$ cat src/rtl/tbs_pkg.sv
package tbs_pkg;

  typedef enum logic [1:0] {
    ST_IDLE  = 2'd0,
    ST_TONE  = 2'd1,
    ST_PAUSE = 2'd2
  } seqState_t;

  // strobes from control to datapath
  typedef struct packed {
    logic start;    // latch length, clear counter, key tone
    logic inc;      // advance phase counter
    logic toPause;  // unkey tone, clear counter
    logic done;     // silence finished, raise ready
    logic freeRun;  // non-burst: follow key input
  } seqStrobe_t;

endpackage

$ cat src/rtl/tbs_ctrl.sv
module tbs_ctrl
  import tbs_pkg::*;
(
  input  logic       clk,
  input  logic       rstN,
  input  logic       burstModeN,
  input  logic       digitWr,
  input  logic       cntDone,
  output seqStrobe_t strobe
);

  seqState_t state, stateNext;

  always_comb begin
    stateNext = state;
    strobe    = '0;
    unique case (state)
      ST_IDLE: begin
        strobe.freeRun = burstModeN;
        if (!burstModeN && digitWr) begin
          strobe.start = 1'b1;
          stateNext    = ST_TONE;
        end
      end
      ST_TONE: begin
        if (cntDone) begin
          strobe.toPause = 1'b1;
          stateNext      = ST_PAUSE;
        end else begin
          strobe.inc = 1'b1;
        end
      end
      ST_PAUSE: begin
        if (cntDone) begin
          strobe.done = 1'b1;
          stateNext   = ST_IDLE;
        end else begin
          strobe.inc = 1'b1;
        end
      end
      default: stateNext = ST_IDLE;
    endcase
  end

  always_ff @(posedge clk or negedge rstN) begin
    if (!rstN) state <= ST_IDLE;
    else       state <= stateNext;
  end


  tone_leads_pause_chk: assert property (@(posedge clk) disable iff (!rstN)
    state == ST_TONE |=> state != ST_IDLE);


  pause_no_restart_chk: assert property (@(posedge clk) disable iff (!rstN)
    state == ST_PAUSE |=> state != ST_TONE);


  free_no_burst_chk: assert property (@(posedge clk) disable iff (!rstN)
    (state == ST_IDLE && burstModeN) |=> state == ST_IDLE);

endmodule

$ cat src/rtl/tbs_datapath.sv
module tbs_datapath
  import tbs_pkg::*;
#(
  parameter int BURST_CYCLES = 50000
) (
  input  logic       clk,
  input  logic       rstN,
  input  seqStrobe_t strobe,
  input  logic       callProg,
  input  logic       keyOn,
  input  logic       singleTone,
  input  logic       colSel,
  output logic       cntDone,
  output logic       toneEn,
  output logic       rowEn,
  output logic       colEn,
  output logic       readyPulse
);

  localparam int CNT_W = $clog2(2 * BURST_CYCLES + 1);
  localparam logic [CNT_W-1:0] BASE_LEN = CNT_W'(BURST_CYCLES);
  localparam logic [CNT_W-1:0] DBL_LEN  = CNT_W'(2 * BURST_CYCLES);

  logic [CNT_W-1:0] phaseCnt;
  logic [CNT_W-1:0] phaseLen;
  logic             burstTone;
  logic             freeTone;
  logic             readyReg;

  // one terminal count shared by tone and silence phases
  assign cntDone = (phaseCnt == phaseLen - CNT_W'(1));

  always_ff @(posedge clk or negedge rstN) begin
    if (!rstN) begin
      phaseCnt <= '0;
      phaseLen <= BASE_LEN;
    end else if (strobe.start) begin
      phaseCnt <= '0;
      phaseLen <= callProg ? DBL_LEN : BASE_LEN;
    end else if (strobe.toPause) begin
      phaseCnt <= '0;
    end else if (strobe.inc) begin
      phaseCnt <= phaseCnt + CNT_W'(1);
    end
  end

  always_ff @(posedge clk or negedge rstN) begin
    if (!rstN) begin
      burstTone <= 1'b0;
      freeTone  <= 1'b0;
      readyReg  <= 1'b0;
    end else begin
      if (strobe.start)        burstTone <= 1'b1;
      else if (strobe.toPause) burstTone <= 1'b0;
      freeTone <= strobe.freeRun & keyOn;
      readyReg <= strobe.done;
    end
  end

  assign toneEn     = burstTone | freeTone;
  assign readyPulse = readyReg;

  // group steering: dual enables both, single picks one
  always_comb begin
    rowEn = toneEn & (~singleTone | ~colSel);
    colEn = toneEn & (~singleTone |  colSel);
  end


  ready_single_chk: assert property (@(posedge clk) disable iff (!rstN)
    readyPulse |=> !readyPulse);


  ready_quiet_chk: assert property (@(posedge clk) disable iff (!rstN)
    readyPulse |-> !toneEn);


  steer_single_chk: assert property (@(posedge clk) disable iff (!rstN)
    (toneEn && singleTone) |-> (rowEn != colEn));


  steer_off_chk: assert property (@(posedge clk) disable iff (!rstN)
    !toneEn |-> !(rowEn || colEn));


  cnt_bound_chk: assert property (@(posedge clk) disable iff (!rstN)
    phaseCnt < phaseLen);

endmodule

$ cat src/rtl/toneBurstSeq.sv
module toneBurstSeq
  import tbs_pkg::*;
#(
  parameter int BURST_CYCLES = 50000
) (
  input  logic clk,
  input  logic rstN,
  input  logic burstModeN,
  input  logic singleTone,
  input  logic colSel,
  input  logic callProg,
  input  logic keyOn,
  input  logic digitWr,
  output logic toneEn,
  output logic rowEn,
  output logic colEn,
  output logic readyPulse
);

  seqStrobe_t strobe;
  logic       cntDone;

  tbs_ctrl ctrl_i (
    .clk        (clk),
    .rstN       (rstN),
    .burstModeN (burstModeN),
    .digitWr    (digitWr),
    .cntDone    (cntDone),
    .strobe     (strobe)
  );

  tbs_datapath #(.BURST_CYCLES(BURST_CYCLES)) dp_i (
    .clk        (clk),
    .rstN       (rstN),
    .strobe     (strobe),
    .callProg   (callProg),
    .keyOn      (keyOn),
    .singleTone (singleTone),
    .colSel     (colSel),
    .cntDone    (cntDone),
    .toneEn     (toneEn),
    .rowEn      (rowEn),
    .colEn      (colEn),
    .readyPulse (readyPulse)
  );

endmodule

$ cat config.mk
export PLATFORM = sky130hd
export DESIGN_NAME = toneBurstSeq
export DESIGN_NICKNAME = d
export VERILOG_FILES = /design/src/rtl/tbs_pkg.sv /design/src/rtl/tbs_ctrl.sv /design/src/rtl/tbs_datapath.sv /design/src/rtl/toneBurstSeq.sv
export SDC_FILE = /design/constraint.sdc
export NUM_CORES = 1
export LEC_CHECK = 0
export BUFFER_PORTS_ARGS = -buffer_cell sky130_fd_sc_hd__buf_2
export CAP_MARGIN = 25
export CORE_UTILIZATION = 54
export DETAILED_ROUTE_END_ITERATION = 12
export GPL_ROUTABILITY_DRIVEN = 0
export PLACE_DENSITY = 0.73
export SLEW_MARGIN = 20
export SYNTH_ARGS = -nofsm -noshare
export SYNTH_HDL_FRONTEND = slang
export SYNTH_SLANG_ARGS = --single-unit
$ cat constraint.sdc
create_clock -name clk -period 3.1 [get_ports clk]
set_clock_uncertainty 0.05 [all_clocks]
set_input_delay 0.31 -clock clk [delete_from_list [all_inputs] [get_ports clk]]
set_output_delay 0.31 -clock clk [all_outputs]
set_load 0.01 [all_outputs]
# == After elaboration in Yosys (flattened, before gate mapping) ==
# Cells that the tools add are included.
# totals
register_bits,39
out_inout_bits,4
wordCells,47
# classes
n_addsub,2
eq_ne,6
muxes,18
bitwise,8
n_reduce_logical,7
# op_table
op,count
17-bit two-way mux,4
"17-bit by 1-bit adder with 17-bit output, second input constant",1
17-bit == test,1
"17-bit by 1-bit subtractor with 17-bit output, second input constant",1
1-bit two-way mux,10
2-bit two-way mux,3
2-bit one-hot mux with 3 select lines,1
"2-bit inequality test, second input constant",2
1-bit bitwise AND,3
1-bit bitwise OR,3
3-bit AND reduction,1
3-bit nonzero test,1
"2-bit by 1-bit == test with 1-bit output, second input constant",1
"2-bit == test, second input constant",1
2-bit zero test,1
"2-bit by 1-bit inequality test with 1-bit output, second input constant",1
1-bit NOT,2
2-bit nonzero test,1
2-bit OR reduction,1
1-bit logical AND,1
1-bit zero test,1

# == Depth between registers and ports, before layout ==
# Gate-level depths: netlist of the first run.
# depth
word_depth,7
ltp_mapped,9
mapped_depth_nobuf,7

# == Hierarchy ==
# A second synthesis of the first run with hierarchy kept.
# unflattened
cells_unflattened,146
area_unflattened_um2,1405.1
# modules_own_cells
mod,n_inst,cells_per_inst,area_per_inst_um2,seq_area_each_um2
tbs_datapath,1,126,1201.2,551.8
tbs_ctrl,1,20,203.9,50.0

# == Worst setup path after synthesis of the first run ==
# Ideal clock, no wire load.
# synth_timing
path_type,flip-flop to flip-flop
from,reg dp_i.phaseLen[14]
to,reg dp_i.phaseCnt[0]
t_arrival_ns,2.187
setup_slack_ns,0.768
stages_incl_launch_ff,10
cell_sequence,dfstp_2 > inv_1 > ha_1 > xnor2_1 > or3_4 > o31ai_4 > buf_6 > buf_12 > nand4_1 > o31ai_1
# synth_between
elab_chain_len,6
word_cells_on_any_way,9
# synth_lines
item,line,source
"start, declared",tbs_datapath.sv:25,logic [CNT_W-1:0] phaseLen;
"start signal, assigned",tbs_datapath.sv:39,phaseLen <= callProg ? DBL_LEN : BASE_LEN;
17-bit by 1-bit subtractor with 17-bit output (*),tbs_datapath.sv:31,assign cntDone = (phaseCnt == phaseLen - CNT_W'(1));
17-bit == test (*),tbs_datapath.sv:31,
1-bit two-way mux,tbs_ctrl.sv:26,if (cntDone) begin
1-bit two-way mux,tbs_ctrl.sv:17,unique case (state)
17-bit two-way mux,tbs_datapath.sv:40,end else if (strobe.toPause) begin
17-bit two-way mux,tbs_datapath.sv:37,end else if (strobe.start) begin
"end signal, assigned",tbs_datapath.sv:43,phaseCnt <= phaseCnt + CNT_W'(1);
"end, declared",tbs_datapath.sv:24,logic [CNT_W-1:0] phaseCnt;
# Mark *: on every way between the ends. The rest lies on a longest branch, timed or not.
# A chain may end at the register's enable or synchronous reset.

# == Worst setup path in the final report of the first run ==
# layout_timing
from,reg dp_i.phaseLen[14]
to,reg dp_i.phaseCnt[16]
# The elaborated chain is that of the path after synthesis.

==> flow_summary.yaml, run 1 <==
outcome:
  outcome: "complete, no violations"
worst_hold_path:
  hold_class: "in -> reg"
worst_setup_path:
  critPathCaptureType: "flop"
  max_stage_delay_ps: 580
  critPathLaunchType: "flop"
  critPathKind: "reg -> reg"
  critPathMaxFanout: 15
  crit_slowest_cell: "dfstp_2"
  cp.required_ps: 3250
  worstPathArrival_ps: 2670
  crit_chain: "inv_1 -> ha_1 -> xnor2_1 -> or3_4 -> nor4_2 -> a21o_2 -> nor2_1"
timing:
  relSlewSlack_pct: 63.7
  whs_ps: 168
  period_minus_slack_ps: 2520
  max_slew.worst_pin.slew_ps: 544
  clock.fmax_ghz: 0.397
  setup_tns_ps: 0
  worst_slack_ps: 581
  rsz0062_at_grt: "no"
  setup_viol: 0
  drv_slew: 0
  hold_viol_final: 0
  fin_crit_sh_pct: 81.3
grt:
  grt_max_degree: 25
  grt_use_met3_pct: 2.07
  grtUsageMet1_pct: 30.5
  grtUsageMet2_pct: 38.9
  top_usage_layer: "met2"
  grt_pass1_vias: 1315
  grt_antenna_before_repair: 0
  grt_overflow: 0
  grtUsageTotal_pct: 22.8
  grt_pass1_wl_um: 5780
routing:
  wl_per_cell_um: 16.0
  drc_errors: 0
  vias: 1368
  finalWirelength_um: 3360
  dr.pass1.iters: 4
  vias_per_cell: 6.51
  final_antenna_net_count: 0
  drt_iter0_markers: 37
flow_run:
  maxCapViolCount: 0
place:
  dp_cells: 205
  portBuffers: 11
  dp_hpwl_um: 2500
  dp_slack_ps: 597
final_layout:
  syn_to_final_growth_pct: 6.34
  drive_gt1_share_pct: 25.7
  mostFrequentLayoutCell: "dfrtp_1"
  instances_no_fill: 210
  final_cell_mix: "dfrtp_1, a21oi_1, nand2_1, nand4_1, buf_2"
  antenna_cells: 0
  fin_nets: 195
power_and_ir_drop:
  powerDensity_nw_per_um2: 539
  p_leak_nw: 0.689
  vdd_drop_max_mv: 0.562
logic_synthesis:
  syn_area_um2: 1600
  synth_cell_types: 47
  synth.top_cell.area_share_pct: 36.0
  synth_cells: 166
  ys_ff_latch: 24
  ys_warn_count: 0
  yosysSeqAreaShare_pct: 37.6
  synth_ff_type: "dfrtp_1"
  synth_fp_nets: 181
  yosys-top-cells-area: "dfrtp_1, ha_1, nand4_1, a21oi_1, or3_2"
  synth.largest_area_cell: "dfrtp_1"
  avgSynthCellArea_um2: 9.63
  ys_async_sr_fraction_pct: 100
  synth_edf_count: 0
floorplanning:
  initial_core_util_pct: 57.5
  num_rows: 19
  die_area_um2: 3180
  core_area_um2: 2780
  io_pins: 12
  die_y_um: 56.4
  die_w_um: 56.4
clock_network:
  cts_resized: 0
  numCtsBuffers: 3
  htreeDepth: 1
  clockBufferDepth: 2
  cts_tree: "yes"
  cts_sinks: 24
  root_buffer: "clkbuf_4"
  clkTransAtPathRegs_ps: 130
  clock_latency_ps: 320
-- final cells by class --
class / instances / area (um2)
sequential: 24 / 602
fill: 242 / 1080
inverter: 8 / 30.0
timing repair buffer: 14 / 80.1
clock buffer: 4 / 36.3
multi-input combinational: 129 / 913
tap: 31 / 38.8
-- final timing paths --
path / start / endpoint / slack (ps) / cells past startpoint
max: dp_i.phaseLen[14] / dp_i.phaseCnt[16] / 580 / 7
min: callProg / dp_i.phaseLen[10] / 170 / 3
max reg2reg: dp_i.phaseLen[14] / dp_i.phaseCnt[16] / 580 / 7
min reg2reg: dp_i.burstTone / dp_i.burstTone / 450 / 2
max in group asynchronous: rstN / dp_i.phaseLen[14] / 2190 / 2
min in group asynchronous: rstN / dp_i.phaseCnt[11] / 430 / 2
-- cell families (layout without fill, tap and decap cells) --
logic type / Yosys count / in the layout / share of synthesized area (%)
simple gates: 73 / 73 / 28.3
compound gates: 45 / 45 / 21.1
flops: 24 / 24 / 37.6
buf+inv: 13 / 26 / 5.24
fa+ha+maj: 7 / 7 / 5.48
xor+xnor: 4 / 4 / 2.19
-- registers in the layout, summed over array words and instances (netlist names) --
signal / count
dp_i.phaseCnt: 17
ctrl_i.state: 2
dp_i.phaseLen: 2
dp_i.burstTone: 1
dp_i.freeTone: 1
dp_i.readyPulse: 1
-- per-layer routing --
metal	vias to the layer above	share of wire [%]
li1	651	-
met1	690	46
met2	25	51
met3	2	2.5
met4	0	0.62
met5	-	0
-- critical path: cells and delay by family (launching register included) --
kind	cells	cell delay [ps]
flip-flops	1	580
buffers and inverters	1	70
AND/OR/NAND/NOR	3	830
adder cells (fa/ha/maj)	1	300
XOR/XNOR	1	140
AO/OA/AOI/OAI	1	440
-- stage by stage --
step	area, um2	total power, mW	util [%]
global placement	1650	0.727	59.5
CTS	1700	0.918	61.1
detailed placement	1650	0.749	59.5
finish	1700	0.916	61.1
global route	1700	0.976	61.1
floorplan	1600	0.693	-
-- where the power goes --
group | switching [mW] | internal, mW | leakage [nW]
Combinational | 0.217 | 0.132 | 0.349
Clock | 0.0976 | 0.0718 | 0.0210
Sequential | 0.0435 | 0.354 | 0.320
Total | 0.358 | 0.558 | 0.689
-- cell usage after synthesis (all sizes together), types with 3 or more instances --
library cell	instances
nor3b	4
o31ai	6
or3	9
and3	4
nor3	3
nor4	3
nand2	13
and2	3
or4	4
nor2	6
nand3	3
dfrtp	23
nand4	11
inv	8
o21ai	11
a21oi	19
xnor2	3
ha	7
buf	4
-- repair_timing --
action | in CTS | in global routing
hold buffers | 1 | 0
setup buffers | 0 | 0
endpoints found under the hold margin | 23 | 0
Note: power is estimated with default switching activity, not from simulation.
==> run 2, diff against run 1 <==
ABC_AREA = 1   (was unset)
clock period = 2.57 ns   (was 3.1 ns; I/O delays follow)
==> run 2 against run 1 <==
Against the previous run: the flow now finishes with violations (design-rule violations); first-iteration DRC count rose by 120%; worst hold slack worse by 75 ps; via count up 8.5%; setup slack got worse by 200 ps; global-route usage is 1.4 points higher; power up 39%; clock power increased by 18%; core utilization is 1.1 points higher; critical path type unchanged; largest cell class unchanged.
==> flow_summary.yaml, run 2 <==
outcome:
  outcome: "finished, violations left"
  violations: "design-rule violations"
final_layout:
  syn_to_final_growth_pct: 5.71
  antenna_cells: 0
  fin_nets: 269
  drive_gt1_share_pct: 12.6
  final_cell_mix: "nand2_1, inv_1, nor2_1, dfrtp_1, nand3_1"
  finish.utilization_pct: 62.2
  regMostFlops: "dp_i.phaseCnt"
  mostFrequentLayoutCell: "nand2_1"
  largest_register_ffs: 17
  reg.largest.list: "dp_i.phaseCnt (17), ctrl_i.state (2), dp_i.phaseLen (2)"
clock_network:
  clkTransAtPathRegs_ps: 140
  htreeDepth: 1
  cts_sinks: 24
  clockBufferDepth: 2
  numCtsBuffers: 3
  cts_tree: "yes"
  root_buffer: "clkbuf_4"
  clock_latency_ps: 320
  cts_resized: 0
floorplanning:
  num_rows: 19
  core_area_um2: 2830
  die_y_um: 57.5
  initial_core_util_pct: 58.9
  die_w_um: 57.5
  die_area_um2: 3310
  io_pins: 12
timing:
  setup_tns_ps: 0
  whs_ps: 92.7
  hold_viol_final: 0
  rsz0062_at_grt: "no"
  setup_viol: 0
  period_minus_slack_ps: 2190
  max_slew.worst_pin.slew_ps: 541
  drv_slew: 0
  fin_crit_sh_pct: 85.2
  clock.fmax_ghz: 0.457
  relSlewSlack_pct: 63.9
worst_setup_path:
  crit_slowest_cell: "dfstp_2"
  cp.required_ps: 2740
  max_stage_delay_ps: 580
  crit_chain: "inv_1 -> ha_1 -> xor2_1 -> nand2_1 -> nor2_2 -> nand3_1 -> nand2_2 -> inv_2 -> o21ai_1 -> nor2_1"
  critPathKind: "reg -> reg"
  worstPathArrival_ps: 2360
  critPathBufInv: 2
  critPathLaunchType: "flop"
  path_delay_family: "simple AND/OR/NAND/NOR gates"
  critPathCaptureType: "flop"
  critPathMaxFanout: 13
logic_synthesis:
  yosysMostFrequentCell: "nand2_1"
  ys_ff_latch: 24
  avgSynthCellArea_um2: 6.85
  ys_warn_count: 0
  synth_fp_nets: 258
  yosysSeqAreaShare_pct: 36.1
  syn_area_um2: 1670
  synth_cells: 243
  synth.top_cell.area_share_pct: 34.6
  synth.largest_area_cell: "dfrtp_1"
  ys_async_sr_fraction_pct: 100
  synth_edf_count: 0
  synth_ff_type: "dfrtp_1"
  synthTopCellsByCount: "nand2_1, inv_1, nor2_1"
  yosys-top-cells-area: "dfrtp_1, nand2_1, inv_1, nor2_1, nand3_1"
  synth_cell_types: 28
power_and_ir_drop:
  switching_power_mw: 0.545
  vdd_drop_max_mv: 0.429
  p_seq_share_pct: 40.3
  pwr-share-comb_pct: 43.9
  finalPower_mw: 1.27
  p_leak_nw: 0.929
  powerDensity_nw_per_um2: 722
  p_sw_share_pct: 42.9
  p_clk_share_pct: 15.8
  intPower_mw: 0.726
routing:
  finalWirelength_um: 3370
  vias_per_cell: 5.23
  final_antenna_net_count: 0
  wl_per_cell_um: 11.9
  drt_iter0_markers: 81
  vias: 1484
  drc_errors: 1
  dr.pass1.iters: 8
worst_hold_path:
  hold_class: "in -> reg"
place:
  dp_hpwl_um: 2600
  portBuffers: 11
grt:
  grt_pass1_vias: 1357
  grt_max_degree: 28
  grt_pass1_wl_um: 6110
  grt_antenna_before_repair: 0
  grt_overflow: 0
  grtUsageTotal_pct: 24.2
flow_run:
  maxCapViolCount: 0
==> run 2: cell count changes in the layout (fill, tap and decap cells not counted), moves of 7 or more <==
| cell | change |
|---|---|
| nor2_1 | +24 |
| nor2_2 | +8 |
| nand2_1 | +58 |
| a21oi_1 | -9 |
| inv_1 | +24 |
| nand3_1 | +19 |
| or3_2 | -7 |
==> run 2: stage by stage <==
stage / cell area [um2] / worst slack, ps / instances
floorplan: 1670 / 696 / 243
global placement: 1710 / 443 / 279
detailed placement: 1710 / 387 / 279
CTS: 1760 / 373 / 284
global route: 1760 / 163 / 284
finish: 1760 / 381 / 284
==> run 2: timing repair <==
item	4_1_cts	5_1_grt
hold buffers	1	0
endpoints found under the setup margin	0	0
endpoints found under the hold margin	23	0
setup buffers	0	0
==> run 2: power groups by stage <==
stage	clock, mW	combinational (mW)	sequential [mW]
final	0.200	0.558	0.512
after global routing	0.225	0.639	0.523
after CTS	0.206	0.561	0.511
after detailed placement	0	0.558	0.518
after global placement	0	0.555	0.516
after floorplan	0	0.444	0.503
==> run 2: kinds of logic after synthesis <==
group	Yosys count	share of synthesized area, %
flip-flops	24	36.1
XOR/XNOR	4	2.10
adder cells (fa/ha/maj)	7	5.26
AO/OA/AOI/OAI	12	4.36
buffers and inverters	43	11.3
AND/OR/NAND/NOR	153	40.9
==> run 2: final timing paths <==
check	start	endpoint	slack, ps	depth (start not counted)
max reg2reg	dp_i.phaseLen[14]	dp_i.phaseCnt[0]	380	10
min	keyOn	dp_i.freeTone	90	3
min reg2reg	dp_i.burstTone	dp_i.burstTone	470	2
max	dp_i.phaseLen[14]	dp_i.phaseCnt[0]	380	10
max in group asynchronous	rstN	dp_i.phaseLen[14]	1700	2
min in group asynchronous	rstN	ctrl_i.state[0]	400	2
==> run 2: per-layer routing <==
metal | share of wire [%] | routed length (um) | up-vias | global-route usage (%)
met3 | 3.5 | 118 | 5 | 2.49
met1 | 54 | 1820 | 665 | 38.5
met4 | 1.2 | 39 | 0 | 7.67
met5 | 0 | 0 | - | 0
li1 | - | - | 791 | -
met2 | 41 | 1390 | 23 | 34.1
==> run 2: worst min-delay path, cell delays in order <==
cell and delay [ps]:
buf_2 90, nand2_1 50, nor2_1 40
==> run 2: layout make-up <==
| class | count | area (um2) |
|---|---|---|
| clock buffers | 4 | 36.3 |
| fillers | 264 | 1070 |
| inverters | 36 | 135 |
| multi-input cells | 176 | 876 |
| flip-flops and latches | 24 | 602 |
| repair buffers | 13 | 72.6 |
| well taps | 31 | 38.8 |
